File: config.mk
export PLATFORM = sky130hd
export DESIGN_NAME = brk_match_top
export DESIGN_NICKNAME = d
export VERILOG_FILES = /design/src/rtl/brk_pkg.sv /design/src/rtl/brk_cmp.sv /design/src/rtl/brk_sel.sv /design/src/rtl/brk_hold.sv /design/src/rtl/brk_match_top.sv
export SDC_FILE = /design/constraint.sdc
export NUM_CORES = 1
export LEC_CHECK = 0
export ABC_AREA = 1
export BUFFER_PORTS_ARGS = -buffer_cell sky130_fd_sc_hd__buf_4
export CORE_MARGIN = 4
export CORE_UTILIZATION = 45
export CTS_CLUSTER_DIAMETER = 60
export DETAILED_ROUTE_END_ITERATION = 16
export PLACE_DENSITY = 0.84
export SLEW_MARGIN = 25
export SYNTH_ARGS = -nofsm -noshare
export SYNTH_HDL_FRONTEND = slang
export SYNTH_HIERARCHICAL = 1
export SYNTH_SLANG_ARGS = --single-unit
export TNS_END_PERCENT = 100
File: constraint.sdc
create_clock -name clk_i -period 1.9 [get_ports clk_i]
set_clock_uncertainty 0.05 [all_clocks]
set_input_delay 0.38 -clock clk_i [delete_from_list [all_inputs] [get_ports clk_i]]
set_output_delay 0.38 -clock clk_i [all_outputs]
set_load 0.01 [all_outputs]
File: src/rtl/brk_pkg.sv
package brk_pkg;
  typedef enum logic [1:0] {
    STOP_FETCH   = 2'b00,
    STOP_REF_ANY = 2'b01,
    STOP_REF_WR  = 2'b10,
    STOP_PAGE    = 2'b11
  } stop_mode_e;
endpackage

File: src/rtl/brk_cmp.sv
module brk_cmp #(
  parameter int AW        = 16,
  parameter int PAGE_BITS = 9,
  parameter bit PAGE_MODE = 1'b0
) (
  input  logic [AW-1:0] a_i,
  input  logic [AW-1:0] b_i,
  output logic          eq_o
);
  localparam logic [AW-1:0] ALL_ONES = {AW{1'b1}};
  logic [AW-1:0] mask;

  generate
    if (PAGE_MODE) begin : g_page
      assign mask = ALL_ONES << PAGE_BITS;
    end else begin : g_full
      assign mask = ALL_ONES;
    end
  endgenerate

  assign eq_o = ((a_i ^ b_i) & mask) == '0;
endmodule

File: src/rtl/brk_sel.sv
module brk_sel
  import brk_pkg::*;
#(
  parameter int AW = 16
) (
  input  logic [1:0]    mode_i,
  input  logic          fetch_valid_i,
  input  logic [AW-1:0] fetch_addr_i,
  input  logic          ref_valid_i,
  input  logic [AW-1:0] ref_addr_i,
  input  logic          ref_write_i,
  input  logic          eq_fetch_i,
  input  logic          eq_ref_i,
  input  logic          eq_page_i,
  output logic          hit_o,
  output logic [AW-1:0] hit_addr_o,
  output logic          hit_write_o
);
  stop_mode_e mode;
  assign mode = stop_mode_e'(mode_i);

  always_comb begin
    hit_o       = 1'b0;
    hit_addr_o  = ref_addr_i;
    hit_write_o = ref_write_i;
    unique case (mode)
      STOP_FETCH: begin
        hit_o       = fetch_valid_i && eq_fetch_i;
        hit_addr_o  = fetch_addr_i;
        hit_write_o = 1'b0;
      end
      STOP_REF_ANY: hit_o = ref_valid_i && eq_ref_i;
      STOP_REF_WR:  hit_o = ref_valid_i && ref_write_i && eq_ref_i;
      STOP_PAGE:    hit_o = ref_valid_i && eq_page_i;
      default:      hit_o = 1'b0;
    endcase
  end
endmodule

File: src/rtl/brk_hold.sv
module brk_hold #(
  parameter int AW = 16
) (
  input  logic          clk_i,
  input  logic          rst_ni,
  input  logic          enable_i,
  input  logic          clear_i,
  input  logic          hit_i,
  input  logic [AW-1:0] hit_addr_i,
  input  logic          hit_write_i,
  input  logic [1:0]    mode_i,
  output logic          halt_o,
  output logic [AW-1:0] rec_addr_o,
  output logic          rec_write_o,
  output logic [1:0]    rec_mode_o
);
  logic capture;
  // clear wins over a coincident hit; a held halt blocks new captures
  assign capture = enable_i && hit_i && !halt_o && !clear_i;

  always_ff @(posedge clk_i or negedge rst_ni) begin
    if (!rst_ni) begin
      halt_o      <= 1'b0;
      rec_addr_o  <= '0;
      rec_write_o <= 1'b0;
      rec_mode_o  <= 2'b00;
    end else begin
      if (clear_i) halt_o <= 1'b0;
      else if (capture) halt_o <= 1'b1;
      if (capture) begin
        rec_addr_o  <= hit_addr_i;
        rec_write_o <= hit_write_i;
        rec_mode_o  <= mode_i;
      end
    end
  end
endmodule

File: src/rtl/brk_match_top.sv
module brk_match_top #(
  parameter int AW        = 16,
  parameter int PAGE_BITS = 9
) (
  input  logic          clk_i,
  input  logic          rst_ni,
  input  logic          enable_i,
  input  logic [1:0]    mode_i,
  input  logic [AW-1:0] sel_addr_i,
  input  logic          fetch_valid_i,
  input  logic [AW-1:0] fetch_addr_i,
  input  logic          ref_valid_i,
  input  logic [AW-1:0] ref_addr_i,
  input  logic          ref_write_i,
  input  logic          clear_i,
  output logic          halt_o,
  output logic [AW-1:0] rec_addr_o,
  output logic          rec_write_o,
  output logic [1:0]    rec_mode_o
);
  logic          eq_fetch, eq_ref, eq_page, hit, hit_write;
  logic [AW-1:0] hit_addr;

  brk_cmp #(.AW(AW), .PAGE_BITS(PAGE_BITS), .PAGE_MODE(1'b0)) u_cmp_fetch (
    .a_i(fetch_addr_i), .b_i(sel_addr_i), .eq_o(eq_fetch));
  brk_cmp #(.AW(AW), .PAGE_BITS(PAGE_BITS), .PAGE_MODE(1'b0)) u_cmp_ref (
    .a_i(ref_addr_i), .b_i(sel_addr_i), .eq_o(eq_ref));
  brk_cmp #(.AW(AW), .PAGE_BITS(PAGE_BITS), .PAGE_MODE(1'b1)) u_cmp_page (
    .a_i(ref_addr_i), .b_i(sel_addr_i), .eq_o(eq_page));

  brk_sel #(.AW(AW)) u_sel (
    .mode_i(mode_i), .fetch_valid_i(fetch_valid_i), .fetch_addr_i(fetch_addr_i),
    .ref_valid_i(ref_valid_i), .ref_addr_i(ref_addr_i), .ref_write_i(ref_write_i),
    .eq_fetch_i(eq_fetch), .eq_ref_i(eq_ref), .eq_page_i(eq_page),
    .hit_o(hit), .hit_addr_o(hit_addr), .hit_write_o(hit_write));

  brk_hold #(.AW(AW)) u_hold (
    .clk_i(clk_i), .rst_ni(rst_ni), .enable_i(enable_i), .clear_i(clear_i),
    .hit_i(hit), .hit_addr_i(hit_addr), .hit_write_i(hit_write), .mode_i(mode_i),
    .halt_o(halt_o), .rec_addr_o(rec_addr_o), .rec_write_o(rec_write_o),
    .rec_mode_o(rec_mode_o));
endmodule

; ---- Word level (Yosys, flattened, before mapping)
; Cells that the tools add are included.
; Widths: inputs -> output; s select.
[word_totals]
regBits = 20
in_bits = 57
out_inout_bits = 20
[op_classes]
eq_ne = 3
n_mux = 5
bitwise_logic = 2
reduce_logical = 15
[op_table]
columns = operator, count
row1 = $logic_not 16->1, 3
row2 = $xor 16x16->16, 2
row3 = $mux 16, 1
row4 = $logic_and 1x1->1, 8
row5 = $eq 2x2->1 const B, 2
row6 = $pmux 1 s4, 1
row7 = $mux 1, 3
row8 = $eq 2x1->1 const B, 1
row9 = $logic_not 1->1, 2
row10 = $logic_not 2->1, 1
row11 = $reduce_bool 2->1, 1

; ---- Longest topological paths before layout
; Gate-level depths: netlist of run 1.
[depth]
depth_word = 9
mapped_depth = 19
ltp_nobuf = 18

; ---- By module
; The synthesis of run 1 kept the hierarchy.
[by_module_without_submodules]
columns = mod, instances, cells_per_inst, area_each_um2
row1 = brk_hold, 1, 88, 814.5
row2 = brk_cmp (u_cmp_fetch ...), 2, 51, 246.5
row3 = brk_sel, 1, 68, 332.8
row4 = brk_cmp (u_cmp_page), 1, 35, 140.1

; ---- Worst setup path before layout of run 1
; OpenSTA, ideal clock, no wires.
[synth_timing]
kind = input to register
start = input port sel_addr_i[15]
end = register u_hold.rec_addr_o[0]
setup_ns = 0.117
arrival_time_ns = 1.580
path_slack_ns = 0.153
path_stages = 17
n_path_buf = 1
cell_sequence = xnor2_1 > nand2_1 > nor2_1 > nand2_1 > nor2_1 > nand2_1 > nand2_1 > nand2_1 > inv_1 > nand2_1 > nand2_1 > nand2_1 > inv_1 > nand2_2 > clkbuf_8 > nand2_1 > nand2_1
[synth_between]
elab_chain_cells = 7
elab_cells_between_ends = 13
classes_between = mux (1) / bitwise (2) / reduce/logical (10)
[synth_rtl]
columns = element, line
row1 = from (decl), brk_match_top.sv:9  ; input logic [AW-1:0] sel_addr_i,
row2 = $xor 16x16->16 (*), brk_cmp.sv:21  ; assign eq_o = ((a_i ^ b_i) & mask) == '0;
row3 = $logic_not 16->1 (*), brk_cmp.sv:21
row4 = net eq_ref, brk_match_top.sv:21  ; logic eq_fetch, eq_ref, eq_page, hit, hit_write;
row5 = $logic_and 1x1->1 (on tied branches), "brk_sel.sv:33, brk_sel.sv:32"
row6 = $pmux 1 s4 (*), brk_sel.sv:26  ; unique case (mode)
row7 = net hit, brk_match_top.sv:21
row8 = $logic_and 1x1->1 (*) (3 in series), brk_hold.sv:19  ; assign capture = enable_i && hit_i && !halt_o && !clear_i;
row9 = to (signal assigned), brk_hold.sv:31  ; rec_addr_o <= hit_addr_i;
row10 = to (decl), brk_hold.sv:13  ; output logic [AW-1:0] rec_addr_o,
; The timed path passes the listed nets; every way through them passes the cells marked *.
; A chain may end at the register's enable or synchronous reset.

; ---- Worst setup path in the final report of run 1
[layout_timing]
start = input port sel_addr_i[11]
end = register u_hold.rec_addr_o[2]
; Same word-level chain as after synthesis.

==> results by group, run 1 <==
Status
  • Outcome: completed

Worst setup path
  • Worst R2R Start: u_hold/halt_o$_DFFE_PN0P_
  • Endpoint class of the critical path: flip-flop
  • CP Capture Point: u_hold/rec_addr_o[2]$_DFFE_PN0P_
  • Critical Path Source: sel_addr_i[11]
  • FF-to-FF End: u_hold/rec_addr_o[4]$_DFFE_PN0P_
  • Critical path class: in -> reg
  • Critical Path Fanout Max: 10
  • Internal reg-to-reg setup slack: 0.44 ns
  • Critical Path AT: 1.84 ns
  • Startpoint types: input pin
  • Req. time, crit path: 2.00 ns
  • R2R cell count: 4

Clocking
  • Clock sink count: 20
  • # H-tree levels: 1
  • Clk buf depth: 2
  • CTS root buffer: clkbuf_8
  • Clock transition at path regs: 0.07 ns
  • CTS tree: done
  • Inserted Clock Buffers: 3
  • Later-pin clock latency in the skew report: 0.26 ns

STA
  • Crit share post-route: 0.914
  • Setup violators final: 0
  • Final hold violations: 0
  • Rel. slew slack: 0.593
  • Min cycle time layout: 1.74 ns
  • Worst slew pin tran: 0.610 ns
  • Hold_ws: 0.227 ns
  • Final Max Slew Viols: 0
  • Fmax: 576 MHz

Global routing
  • First-pass GRT wire length: 7940 um
  • Global-route usage over all layers: 0.192
  • GR Overflow Total: 0
  • Initial antenna violation count: 0
  • Maximum number of pins on one net before global-route repair: 21
  • Vias in the first global route: 1944

Yosys
  • Largest cells by area after synthesis: nand2_1 (32%), dfrtp_1 (28%), xnor2_1 (11%)
  • Syn nets: 350
  • Mean post-synth cell area: 6.08 um2
  • Synth unique cells: 16
  • Post-Synthesis Cells: 293
  • Sequential element share of the synthesized area: 0.281
  • Mapped cell area: 1780 um2
  • #FFs+latches synth: 20
  • Yosys Warn Count: 6
  • Share of the synthesized area in the top cell type: 0.318
  • Area leader, netlist: nand2_1

Drt
  • DRC: 0
  • First-pass detailed-route iteration total: 4
  • Via count: 1969
  • WL per Instance: 10.7 um
  • Initial drt markers: 116
  • DRT antenna net count: 0
  • DR vias/cell: 4.52
  • Total wire length: 4670 um

Floorplan
  • Initial Util: 0.476
  • Die area: 5030 um2
  • Num rows: 22
  • Die Span Y: 70.9 um
  • Boundary Pins: 77
  • Placeable Area: 3740 um2
  • Chip Width: 70.9 um

Cells and area
  • Filler cell count: 354
  • Synth-to-layout area growth: 45.5%
  • Share of layout cells above drive strength 1: 0.309
  • Fin area: 2590 um2
  • Fin util: 0.692
  • Multi-input gate area: 1070 um2
  • Number of diodes: 0
  • Fin nets: 446
  • Register Area: 500 um2

Pwr
  • Peak supply drop: 260 uV
  • Power per Cell Area: 573 nW/um2
  • Pleak: 1.56 nW

Worst hold path
  • Worst min path class: in -> reg

Place
  • Number of port buffers: 76
  • DP HPWL: 3880 um
  • Dpl cell area: 2470 um2
  • Gpl congestion: 0.819

Job
  • Max Cap Violations: 0
[metrics by stage]
step	power [mW]	TNS [ns]	instances	setup WS, ns
floorplan	0.833	0	293	0.153
global placement	1.15	-2.18	429	-0.127
detailed placement	1.16	-3.60	429	-0.205
CTS	1.49	0	434	0.0604
global route	1.59	-0.00645	436	-0.00267
finish	1.48	0	436	0.164
[power breakdown]
group,internal (mW),switching (mW),total (mW)
combinational,0.313,0.289,0.602
sequential,0.510,0.0487,0.559
clock,0.185,0.139,0.324
[registers in the layout, indices dropped and copies added, names as in the netlist]
register and count:
u_hold/halt_o 1, u_hold/rec_mode_o 2, u_hold/rec_addr_o 16, u_hold/rec_write_o 1
[final cells by class]
cell class / instances / area share
multi-input combinational: 229 / 0.412
timing repair buffer: 97 / 0.292
sequential: 20 / 0.193
inverter: 38 / 0.0589
tap: 48 / 0.0232
clock buffer: 4 / 0.0213
[critical path, stage by stage]
cell and delay [ns]:
buf_4 0.12, xnor2_1 0.16, nand2_1 0.07, nor2_1 0.12, nand2_1 0.06, nor2_1 0.15
nand2_1 0.06, nand2_1 0.06, nand2_1 0.05, inv_1 0.04, nand2_1 0.04, nand2_1 0.05
nand2_1 0.07, inv_4 0.12, nand2_4 0.11, nand2_1 0.11, nand2_1 0.05
[routing by layer]
metal | vias up | track usage | share of wire
met5 | - | 0 | 0
met4 | 0 | 0.0856 | 0.019
met3 | 7 | 0.00426 | 0.056
met2 | 61 | 0.336 | 0.50
met1 | 850 | 0.246 | 0.43
li1 | 1051 | - | -
[synth_stat cells]
cell / number
nand2_2: 10
buf_12: 1
nand3_1: 22
buf_6: 2
nand2_1: 151
xnor2_1: 23
buf_2: 1
inv_1: 35
nor2_1: 18
inv_2: 2
nor2_2: 3
inv_8: 1
dfrtp_1: 20
nand2_8: 1
buf_4: 1
clkbuf_8: 2
[worst min path at each step]
stage / start / slack (ns) / endpoint / cells past startpoint
after floorplan: rst_ni / 0.03 / u_hold/halt_o$_DFFE_PN0P_ / 0
after global placement: rst_ni / 0.21 / u_hold/rec_addr_o[7]$_DFFE_PN0P_ / 1
after detailed placement: rst_ni / 0.22 / u_hold/rec_addr_o[7]$_DFFE_PN0P_ / 1
after CTS: clear_i / 0.23 / u_hold/halt_o$_DFFE_PN0P_ / 2
after global routing: clear_i / 0.23 / u_hold/halt_o$_DFFE_PN0P_ / 2
final: clear_i / 0.23 / u_hold/halt_o$_DFFE_PN0P_ / 2
[cell usage in the layout (no fill, tap or decap), types with 4 or more instances in the layout]
cell type,netlist,final
buf_4,1,94
inv_1,35,34
dfrtp_1,20,20
nor2_2,3,4
nand2_1,151,151
nor2_1,18,17
nand2_2,10,9
nand3_1,22,22
clkbuf_8,2,4
xnor2_1,23,23
[cells by family after synthesis]
kind of cell,Yosys count,share of synthesized area
and+or+nand+nor,205,0.475
buffers and inverters,45,0.131
xor gates and xnor gates,23,0.113
DFF,20,0.281
[what timing repair did]
action                     CTS  global route
hold endpoints to repair    20             0
buffers inserted             0             0
hold buffers                 1             0
resized for setup            0             7
setup endpoints to repair    0            19
Note: power is estimated with default switching activity, not from simulation.
==> run 2: changes to the inputs <==
- CORE_UTILIZATION: 45 -> 52
- PLACE_DENSITY: 0.84 -> 0.94
==> results by group, run 2 (synthesis results as in run 1) <==
Status
  • Outcome: completed

STA
  • Post-route setup slack: 0.207 ns (+0.0431 ns)
  • Setup violators final: 0 (unchanged)
  • Rel. slew slack: 0.668 (+0.0749)
  • Crit share post-route: 0.891 (-0.0227)
  • Post-Route Setup TNS: 0 ns (unchanged)
  • Final hold violations: 0 (unchanged)
  • Worst slew pin tran: 0.498 ns (-0.112 ns)
  • Fmax: 591 MHz (+2.5%)
  • Final Max Slew Viols: 0 (unchanged)
  • Min cycle time layout: 1.69 ns (-0.0431 ns)

Clocking
  • Clk buf depth: 2 (unchanged)
  • CTS tree: done
  • Later-pin clock latency in the skew report: 0.29 ns (+0.03 ns)
  • Clock transition at path regs: 0.10 ns (+0.03 ns)
  • # H-tree levels: 1 (unchanged)
  • Clock sink count: 20 (unchanged)
  • CTS root buffer: clkbuf_4
  • Inserted Clock Buffers: 3 (unchanged)

Cells and area
  • Fin nets: 444 (-0.45%)
  • Largest register by flop count: u_hold/rec_addr_o
  • Most common cell after layout, fill and taps aside: nand2_1
  • Most frequent cells in the layout: nand2_1 (151), buf_4 (93), inv_1 (34), xnor2_1 (23), nand3_1 (22)
  • Filler cell count: 264 (-25%)
  • Synth-to-layout area growth: 42.6%
  • Share of layout cells above drive strength 1: 0.306 (-0.00358)
  • Number of diodes: 0 (unchanged)
  • Fin util: 0.805 (+0.113)
  • Biggest regs: u_hold/rec_addr_o (16), u_hold/rec_mode_o (2)
  • Max FFs per register: 16 (unchanged)

Drt
  • Via count: 2069 (+5.1%)
  • Met2 wire length: 2530 um (+8.9%)
  • Met1 wire length: 1870 um (-6.9%)
  • DR vias/cell: 4.81 (+6.5%)
  • Initial drt markers: 121 (+4.3%)
  • WL per Instance: 11.3 um (+5.1%)
  • Total wire length: 4840 um (+3.6%)
  • DRT antenna net count: 0 (unchanged)
  • First-pass detailed-route iteration total: 4 (unchanged)
  • DRC: 0 (unchanged)
  • DR top layer: met4
  • DR WL met3: 320 um (+22%)

Floorplan
  • Chip Width: 66.5 um (-6.2%)
  • Num rows: 20 (-9.1%)
  • Die Span Y: 66.5 um (-6.2%)
  • Initial Util: 0.565 (+0.0891)
  • Boundary Pins: 77 (unchanged)
  • Die area: 4420 um2 (-12%)
  • Placeable Area: 3150 um2 (-16%)

Global routing
  • Maximum number of pins on one net before global-route repair: 21 (unchanged)
  • Vias in the first global route: 1904 (-2.1%)
  • Initial antenna violation count: 0 (unchanged)
  • Global-route usage over all layers: 0.236 (+0.0444)
  • First-pass GRT wire length: 8080 um (+1.7%)
  • GR Overflow Total: 0 (unchanged)

Place
  • Pre-CTS WS: -0.202 ns (+0.00289 ns)
  • DP HPWL: 4140 um (+6.7%)
  • Number of port buffers: 76 (unchanged)
  • Gpl congestion: 0.847 (+3.4%)

Pwr
  • Pleak: 1.54 nW (-1.6%)
  • Peak supply drop: 385 uV (+48%)
  • Power per Cell Area: 590 nW/um2 (+2.9%)
  • Final Power: 1.50 mW (+0.86%)

Worst setup path
  • Endpoint class of the critical path: flip-flop
  • Critical Path Fanout Max: 11 (+1)
  • Slowest CP cell: nor2_1
  • Req. time, crit path: 2.09 ns (+0.09 ns)
  • Startpoint types: input pin
  • Critical Path AT: 1.88 ns (+0.04 ns)
  • CP dominant cell by count: nand2_1
  • Critical path class: in -> reg
  • Cell chain of the critical path: buf_4 -> inv_1 -> nand2_1 -> nand2_1 -> nand2_1 -> nor2_1 -> nand2_1 -> nor2_2 -> nand2_1 -> nand2_1 -> nand2_1 -> inv_1 -> nand2_1 -> nand2_1 -> nand2_1 -> inv_2 -> buf_6 -> nand3_1 -> nand2_1
  • Slowest stage delay, CP: 0.15 ns (about the same)

Job
  • Max Cap Violations: 0 (unchanged)

Worst hold path
  • Worst min path class: in -> reg
[run 2: final cells by class]
class	count	area [um2]	area share
sequential	20	500	0.197
clock buffer	3	22.5	0.00887
timing repair buffer	95	719	0.283
multi-input combinational	229	1060	0.418
inverter	38	150	0.0591
clock inverter	1	30.0	0.0118
tap	44	55.1	0.0217
[run 2: report_power, final]
| group | total (mW) | switching (mW) | leakage [nW] | internal, mW |
|---|---|---|---|---|
| registers | 0.559 | 0.0497 | 0.261 | 0.510 |
| clock network | 0.339 | 0.126 | 0.0279 | 0.213 |
| logic | 0.599 | 0.289 | 1.25 | 0.309 |
[run 2: critical path, delay by kind of cell]
kind | cells | cell delay [ns]
buffers and inverters | 5 | 0.49
AND/OR/NAND/NOR | 14 | 1.00
[run 2: path summary, 6_finish.rpt]
path,start,end,slack (ns),cells past startpoint
hold / removal,clear_i,u_hold/halt_o$_DFFE_PN0P_,0.19,2
setup reg to reg,u_hold/halt_o$_DFFE_PN0P_,u_hold/rec_addr_o[2]$_DFFE_PN0P_,0.56,4
min in group asynchronous,rst_ni,u_hold/rec_addr_o[6]$_DFFE_PN0P_,0.42,2
hold reg to reg,u_hold/rec_addr_o[10]$_DFFE_PN0P_,u_hold/rec_addr_o[10]$_DFFE_PN0P_,0.43,2
setup / recovery,sel_addr_i[0],u_hold/rec_addr_o[10]$_DFFE_PN0P_,0.21,19
max in group asynchronous,rst_ni,u_hold/rec_addr_o[11]$_DFFE_PN0P_,1.17,2
[run 2: metrics by stage]
step,hold WS (ns),cells,cell area (um2)
after floorplan,0.0344,293,1780
after global placement,0.212,424,2460
after detailed placement,0.215,424,2460
after CTS,0.181,429,2520
after global routing,0.190,430,2540
final,0.191,430,2540
[run 2: repair_timing]
action,CTS,global route
hold buffers,1,0
setup buffers,0,0
setup endpoints to repair,0,19
hold endpoints to repair,20,0
resized for setup,0,4
[run 2: metal layers]
layer,track usage,vias up
li1,-,1051
met2,0.437,79
met3,0.0135,10
met1,0.277,929
met5,0,-
met4,0.102,0
